File: config.mk
export PLATFORM = sky130hd
export DESIGN_NAME = irq_gather
export DESIGN_NICKNAME = d
export VERILOG_FILES = /design/src/rtl/irq_gather_pkg.sv /design/src/rtl/irq_gather_ctrl.sv /design/src/rtl/irq_gather_dp.sv /design/src/rtl/irq_gather.sv
export SDC_FILE = /design/constraint.sdc
export NUM_CORES = 1
export LEC_CHECK = 0
export ABC_CLOCK_PERIOD_IN_PS = 1180
export BUFFER_PORTS_ARGS = -buffer_cell sky130_fd_sc_hd__buf_2
export CAP_MARGIN = 25
export CELL_PAD_IN_SITES_DETAIL_PLACEMENT = 0
export CELL_PAD_IN_SITES_GLOBAL_PLACEMENT = 1
export CORE_MARGIN = 1
export CORE_UTILIZATION = 26
export CTS_BUF_LIST = sky130_fd_sc_hd__clkbuf_8
export CTS_CLUSTER_DIAMETER = 80
export DETAILED_ROUTE_END_ITERATION = 10
export GPL_TIMING_DRIVEN = 1
export PLACE_DENSITY_LB_ADDON = 0.1
export SLEW_MARGIN = 20
export SYNTH_ARGS = -nofsm -noshare
export SYNTH_HDL_FRONTEND = slang
export SYNTH_HIERARCHICAL = 1
export SYNTH_SLANG_ARGS = --single-unit
File: constraint.sdc
create_clock -name clk -period 1.18 [get_ports clk]
set_input_delay 0.236 -clock clk [delete_from_list [all_inputs] [get_ports clk]]
set_output_delay 0.236 -clock clk [all_outputs]
set_load 0.05 [all_outputs]
File: src/rtl/irq_gather_pkg.sv
package irq_gather_pkg;
  localparam int NUM_SRC  = 4;
  localparam int NUM_WM   = 3;
  localparam int SRC_CMD  = 0;
  localparam int SRC_SDO  = 1;
  localparam int SRC_SDI  = 2;
  localparam int SRC_SYNC = 3;

  typedef struct packed {
    logic loadMask;
    logic ackSync;
    logic captureSync;
  } strobe_t;
endpackage

File: src/rtl/irq_gather_ctrl.sv
module irq_gather_ctrl
  import irq_gather_pkg::*;
(
  input  logic    clk,
  input  logic    rstN,
  input  logic    regWrEn,
  input  logic    regWrSel,
  input  logic    ackBit,
  input  logic    syncValid,
  output logic    syncReady,
  output strobe_t strobe
);
  always_comb begin
    strobe.loadMask    = regWrEn & ~regWrSel;
    strobe.ackSync     = regWrEn & regWrSel & ackBit;
    strobe.captureSync = syncValid;
  end

  assign syncReady = 1'b1;

  // Mask load and acknowledge come from different selects, so they never occur together.
  AST_SEL_EXCLUSIVE: assert property (@(posedge clk) disable iff (!rstN)
    !(strobe.loadMask && strobe.ackSync));
  AST_ACK_NEEDS_ONE: assert property (@(posedge clk) disable iff (!rstN)
    (regWrEn && regWrSel && !ackBit) |-> !strobe.ackSync);
endmodule

File: src/rtl/irq_gather_dp.sv
module irq_gather_dp
  import irq_gather_pkg::*;
#(
  parameter int LVL_W = 5,
  parameter int ID_W  = 8
) (
  input  logic                           clk,
  input  logic                           rstN,
  input  strobe_t                        strobe,
  input  logic [NUM_WM-1:0][LVL_W-1:0]   levels,
  input  logic [NUM_WM-1:0][LVL_W-1:0]   marks,
  input  logic [NUM_SRC-1:0]             wrData,
  input  logic [ID_W-1:0]                syncIdIn,
  output logic [NUM_SRC-1:0]             rawQ,
  output logic [NUM_SRC-1:0]             maskQ,
  output logic [NUM_SRC-1:0]             pending,
  output logic [ID_W-1:0]                syncIdQ,
  output logic                           irq
);
  logic [NUM_WM-1:0] wmNext;
  logic [NUM_WM-1:0] wmQ;
  logic              syncFlag;

  for (genvar g = 0; g < NUM_WM; g++) begin : g_wm
    if (g == SRC_SDI) begin : g_above
      assign wmNext[g] = levels[g] > marks[g];
    end else begin : g_below
      assign wmNext[g] = levels[g] < marks[g];
    end
  end

  always_ff @(posedge clk) begin
    if (!rstN) begin
      wmQ      <= '0;
      maskQ    <= '0;
      syncFlag <= 1'b0;
      syncIdQ  <= '0;
    end else begin
      wmQ <= wmNext;
      if (strobe.loadMask) maskQ <= wrData;
      if (strobe.captureSync) begin
        syncFlag <= 1'b1;
        syncIdQ  <= syncIdIn;
      end else if (strobe.ackSync) begin
        syncFlag <= 1'b0;
      end
    end
  end

  assign rawQ    = {syncFlag, wmQ};
  assign pending = rawQ & maskQ;
  assign irq     = |pending;

  AST_SYNC_SETS: assert property (@(posedge clk) disable iff (!rstN)
    strobe.captureSync |=> rawQ[SRC_SYNC]);
  AST_SYNC_ID: assert property (@(posedge clk) disable iff (!rstN)
    strobe.captureSync |=> syncIdQ == $past(syncIdIn));
  AST_ACK_CLEARS: assert property (@(posedge clk) disable iff (!rstN)
    (strobe.ackSync && !strobe.captureSync) |=> !rawQ[SRC_SYNC]);
  AST_STICKY_HOLD: assert property (@(posedge clk) disable iff (!rstN)
    (rawQ[SRC_SYNC] && !strobe.ackSync) |=> rawQ[SRC_SYNC]);
  AST_MASK_STABLE: assert property (@(posedge clk) disable iff (!rstN)
    !strobe.loadMask |=> $stable(maskQ));
  AST_CMD_LOW: assert property (@(posedge clk) disable iff (!rstN)
    (levels[SRC_CMD] < marks[SRC_CMD]) |=> rawQ[SRC_CMD]);
  AST_SDI_HIGH: assert property (@(posedge clk) disable iff (!rstN)
    (levels[SRC_SDI] <= marks[SRC_SDI]) |=> !rawQ[SRC_SDI]);
  AST_NO_MASK_NO_IRQ: assert property (@(posedge clk) disable iff (!rstN)
    (maskQ == '0) |-> !irq);
endmodule

File: src/rtl/irq_gather.sv
module irq_gather
  import irq_gather_pkg::*;
#(
  parameter int LVL_W = 5,
  parameter int ID_W  = 8
) (
  input  logic             clk,
  input  logic             rstN,
  input  logic [LVL_W-1:0] cmdLevel,
  input  logic [LVL_W-1:0] cmdMark,
  input  logic [LVL_W-1:0] sdoLevel,
  input  logic [LVL_W-1:0] sdoMark,
  input  logic [LVL_W-1:0] sdiLevel,
  input  logic [LVL_W-1:0] sdiMark,
  input  logic             syncValid,
  input  logic [ID_W-1:0]  syncId,
  output logic             syncReady,
  input  logic             regWrEn,
  input  logic             regWrSel,
  input  logic [3:0]       regWrData,
  output logic [3:0]       maskOut,
  output logic [3:0]       rawOut,
  output logic [3:0]       pendingOut,
  output logic [ID_W-1:0]  syncIdOut,
  output logic             irqOut
);
  strobe_t                      strobe;
  logic [NUM_WM-1:0][LVL_W-1:0] levels;
  logic [NUM_WM-1:0][LVL_W-1:0] marks;

  assign levels[SRC_CMD] = cmdLevel;
  assign levels[SRC_SDO] = sdoLevel;
  assign levels[SRC_SDI] = sdiLevel;
  assign marks[SRC_CMD]  = cmdMark;
  assign marks[SRC_SDO]  = sdoMark;
  assign marks[SRC_SDI]  = sdiMark;

  irq_gather_ctrl u_ctrl (
    .clk       (clk),
    .rstN      (rstN),
    .regWrEn   (regWrEn),
    .regWrSel  (regWrSel),
    .ackBit    (regWrData[SRC_SYNC]),
    .syncValid (syncValid),
    .syncReady (syncReady),
    .strobe    (strobe)
  );

  irq_gather_dp #(.LVL_W(LVL_W), .ID_W(ID_W)) u_dp (
    .clk      (clk),
    .rstN     (rstN),
    .strobe   (strobe),
    .levels   (levels),
    .marks    (marks),
    .wrData   (regWrData),
    .syncIdIn (syncId),
    .rawQ     (rawOut),
    .maskQ    (maskOut),
    .pending  (pendingOut),
    .syncIdQ  (syncIdOut),
    .irq      (irqOut)
  );
endmodule

# ---- After elaboration in Yosys (flattened, before gate mapping)
# Index checks and enable logic that the tools add are counted.
# W data, S select, Z words.
dict set report word_totals {
  output_inout_bits 22
  reg_bits 16
  inputBits 47
  wordCells 16
}
dict set report classes {
  mux 2
  order_cmp 3
  bitwise 5
  n_reduce_logical 2
}
# cell count
set ops {}
lappend ops {{$lt A5 B5 Y1} 2}
lappend ops {{$gt A5 B5 Y1} 1}
lappend ops {{$and A4 B4 Y4} 1}
lappend ops {{$reduce_or A4 Y1} 1}
lappend ops {{$and A1 B1 Y1} 3}
lappend ops {{$mux W1} 2}
lappend ops {{$reduce_bool A2 Y1} 1}
lappend ops {{$not A1 Y1} 1}

# ---- Longest topological paths before layout
dict set report logic_depth {
  word_depth 4
  mapped_depth 5
  mapped_depth_nobuf 5
}

# ---- Modules after synthesis
# The synthesis kept the hierarchy.
# module area_per_inst_um2 instances seq_area_each_um2 cells_each
set by_module_without_submodules {}
lappend by_module_without_submodules {irq_gather_dp 923.4 1 320.3 97}
lappend by_module_without_submodules {irq_gather_ctrl 35.0 1 0.0 5}

# ---- Least setup slack after synthesis
# OpenSTA, ideal clock, no wires.
dict set report synth_timing {
  path_type {register to output}
  from {register u_dp.wmQ[0]}
  to {output port irqOut}
  slack_ps -614
  n_path_buf 0
  t_required_ps 944
  stages_incl_launch_ff 3
  t_arrival_ps 1558
  cell_sequence {dfxtp_1 -> and2_1 -> or4_4}
}
dict set report synth_via {
  elab_chain_cells 2
}
# item line
set synth_lines {}
lappend synth_lines {{from (decl)} irq_gather_dp.sv:21} ;# logic [NUM_WM-1:0] wmQ;
lappend synth_lines {{from (signal assigned)} irq_gather_dp.sv:39} ;# wmQ <= wmNext;
lappend synth_lines {{$and A4 B4 Y4} irq_gather_dp.sv:51} ;# assign pending = rawQ & maskQ;
lappend synth_lines {{via pendingOut[0]} irq_gather.sv:23} ;# output logic [3:0] pendingOut,
lappend synth_lines {{$reduce_or A4 Y1} irq_gather_dp.sv:52} ;# assign irq = |pending;
lappend synth_lines {{to (decl)} irq_gather.sv:25} ;# output logic irqOut
# The timed path passes the listed nets, and every way through them passes these cells.

# ---- Worst setup path in the final report
dict set report layout_timing {
  from {register u_dp.maskQ[3]}
  to {output port irqOut}
}
dict set report layout_via {
  elab_chain_cells 2
}
# item line
set layout_lines {}
lappend layout_lines {{from (decl)} irq_gather_dp.sv:15} ;# output logic [NUM_SRC-1:0] maskQ,
lappend layout_lines {{from (signal assigned)} irq_gather_dp.sv:40} ;# if (strobe.loadMask) maskQ <= wrData;
lappend layout_lines {{$and A4 B4 Y4} irq_gather_dp.sv:51}
lappend layout_lines {{$reduce_or A4 Y1} irq_gather_dp.sv:52}
# Every way passes these cells.

==> results.md <==
- Status: finished with violations
- Failing checks: negative setup slack
- Register share of total power: about 41%
- Hold Buf Count CTS: 0
- Synth warn: 6
- # setup viols final: 1
- Residual DRC count: 0
- CP Launch Type: flip-flop
- Routed Antenna Nets: 0
- DR pass1 iterations: 4
- Ports: 69
- Max-cap violations: 0
- PD cells: between 1000 and 1500 nW/um^2
- Lkg Pwr: just under 0.8 nW
- WP buf/inv: 1
- Die area: 3930 sq um
- Hold Crit Class: primary input to flip-flop
- Commonest non-fill, non-tap cell in the layout: buf_2
- CP arrival: 1.41 ns
- Period Utilization, post-route: 139%
- Kind of critical path: flip-flop to output port
- Final Max Tran Viols: 0
- Clk sink count: 16
- P&R area growth vs syn: 46.9%
- Worst-path clk slew: 0.06 ns
- Clk buf depth: 2
- Nets: 229
- Fill cells: 353
- Fin util: around two fifths
- Initial DRC count: 7
- Slowest-stage cell, CP: or4_4
- Vias in the first global route: 787
- Area of the multi-input gates: 549 sq um
- Crit Path Max Fanout: 3
- Width of the die: 62.7 um
- Gp weighted congestion: between 0.6 and 0.7
- CTS tree: built
- FF+latch area: 337 sq um
- Post-Syn Instances: 102
- Post-CTS setup buffer count: 0
- Tmin final: between 1.5 and 2 ns
- Pin count of the biggest net entering global routing: 17
- Endpoints failing hold: 0
- WP data required: 0.94 ns
- Pint: 0.979 mW
- Maximum VDD drop: 0.343 mV
- Post-route insts no fill: 214
- Post-synth net total: 162
- CP cell instances: and2_4, or4_4, buf_6
- Synth Register Bits: 16
- Synth cell types: 24
- Combinational share of power: 30.5%
- TritonCTS buffer count: 3
- DR vias: 895
- Total Wirelength: 2100 um
- Worst-Skew Late Latency: 0.24 ns
- CTS H-tree lvls: 1
- CP delay by family, top: simple AND/OR/NAND/NOR gates
- Fmax: about 600 MHz
- Avg Cell Area, Syn: 9.40 sq um
- Commonest cells after routing, fill and taps aside: buf_2, inv_1, nor2b_1, ha_1, mux2i_1
- DPL Wire Length: 1780 um
- Post-cts resize count: 5
- Via density: 4.18
- Clock share of power: between 20 and 30%
- Crit. End Element: output port
- Antenna violations before repair: 0
- Final WS setup: -0.462 ns
- RSZ-0062 raised after global routing: true
- Cell total after placement: 210
- Remaining Overflow, GRT: 0
- Core box area: about 3400 sq um
- Seq/Total Area, Yosys: 33.4%
- Setup Skew: 0 ns
- Die H: between 60 and 70 um
- First-pass GRT wire length: ~3300 um
- P_sw: about 0.46 mW
- Sw Ratio: 31.9%
- Overall routing resource usage: 10.6%
- IO Port Bufs: 67
- ANT cells: 0
- Initial Utilization: between 20% and 30%
- Share of layout cells above drive strength 1: 50.6%
- Synthesized cell area: 958 sq um
- Avg WL per Cell: 9.81 um
- Largest stage delay on the critical path: 0.52 ns
- Clk root buf: clkbuf_8
- # rows: 21
==> power by group through the flow <==
stage	combinational, mW	sequential [mW]	clock, mW
after detailed placement	0.437	0.605	0
after global routing	0.477	0.597	0.449
after floorplan	0.188	0.720	0
after CTS	0.445	0.593	0.432
after global placement	0.433	0.602	0
final	0.439	0.593	0.406
==> synthesized netlist by cell type <==
library cell | count | share of area (%)
dfxtp_1 | 16 | 33
inv_1 | 16 | 6.3
ha_1 | 13 | 17
nor2b_1 | 13 | 8.5
mux2i_1 | 12 | 13
a21oi_1 | 3 | 1.6
and2_1 | 3 | 2.0
buf_4 | 3 | 2.3
nand2_1 | 3 | 1.2
a211oi_1 | 2 | 1.6
buf_2 | 2 | 1.0
nand2b_1 | 2 | 1.3
o2111a_1 | 2 | 2.3
o211ai_1 | 2 | 1.6
and2_4 | 1 | 0.91
and2b_2 | 1 | 0.91
and3_2 | 1 | 0.78
clkbuf_1 | 1 | 0.39
conb_1 | 1 | 0.39
nand4_1 | 1 | 0.65
o21a_1 | 1 | 0.78
o21ai_0 | 1 | 0.52
o22a_1 | 1 | 0.91
or4_4 | 1 | 1.2
==> worst reg2reg max path: stages, from the launching register on <==
cell	delay (ns)
dfxtp_2	0.31
buf_4	0.12
mux2i_1	0.13
nor2b_1	0.06
==> layout make-up <==
type	count	share of cell area [%]
Multi-Input combinational cell	64	39.0
Timing Repair Buffer	68	25.5
Sequential cell	16	23.9
Inverter	16	4.27
Tap cell	46	4.09
Clock buffer	3	2.93
Clock inverter	1	0.267
==> path summary, 6_finish.rpt <==
check        slack (ns)         endpoint             from  cells past startpoint
max               -0.46           irqOut    u_dp/maskQ[3]                      3
min                0.25  u_dp/syncIdQ[1]        syncId[1]                      3
max reg2reg        0.45    u_dp/maskQ[1]    u_dp/maskQ[1]                      3
min reg2reg        0.52  u_dp/syncIdQ[1]  u_dp/syncIdQ[1]                      2
==> cell families after synthesis <==
logic type | Yosys count | share of synthesized area (%)
flip-flops | 16 | 33.4
buffers and inverters | 22 | 10.1
other | 1 | 0.391
adder cells (fa/ha/maj) | 13 | 17.0
multiplexers | 12 | 12.5
AND/OR/NAND/NOR | 26 | 17.4
AO/OA/AOI/OAI | 12 | 9.27
==> metal layers <==
layer  track usage, %  share of wire [%]  vias to the layer above  routed length (um)
li1                 -                  -                      465                   -
met1             11.5                 41                      392                 870
met2             19.3                 51                       34                1080
met3             2.01                5.4                        4                 113
met4             5.23                1.8                        0                  38
met5                0                  0                        -                   0
==> registers in the layout, indices dropped and copies added (netlist names) <==
register / flops
u_dp/wmQ: 3
u_dp/syncIdQ: 8
u_dp/syncFlag: 1
u_dp/maskQ: 4
==> per-stage QoR <==
stage                     cell area [sq um]  TNS [ns]  setup slack (ns)  power (mW)  hold WS, ns
after detailed placement               1350    -0.241            -0.241        1.04        0.501
after CTS                              1410    -0.517            -0.477        1.47        0.241
after global placement                 1350    -0.248            -0.234        1.04        0.491
after floorplan                         982    -0.308            -0.308       0.907        0.363
final                                  1410    -0.462            -0.462        1.44        0.245
after global routing                   1410    -0.507            -0.494        1.52        0.263
(Power assumes the default switching activity.)
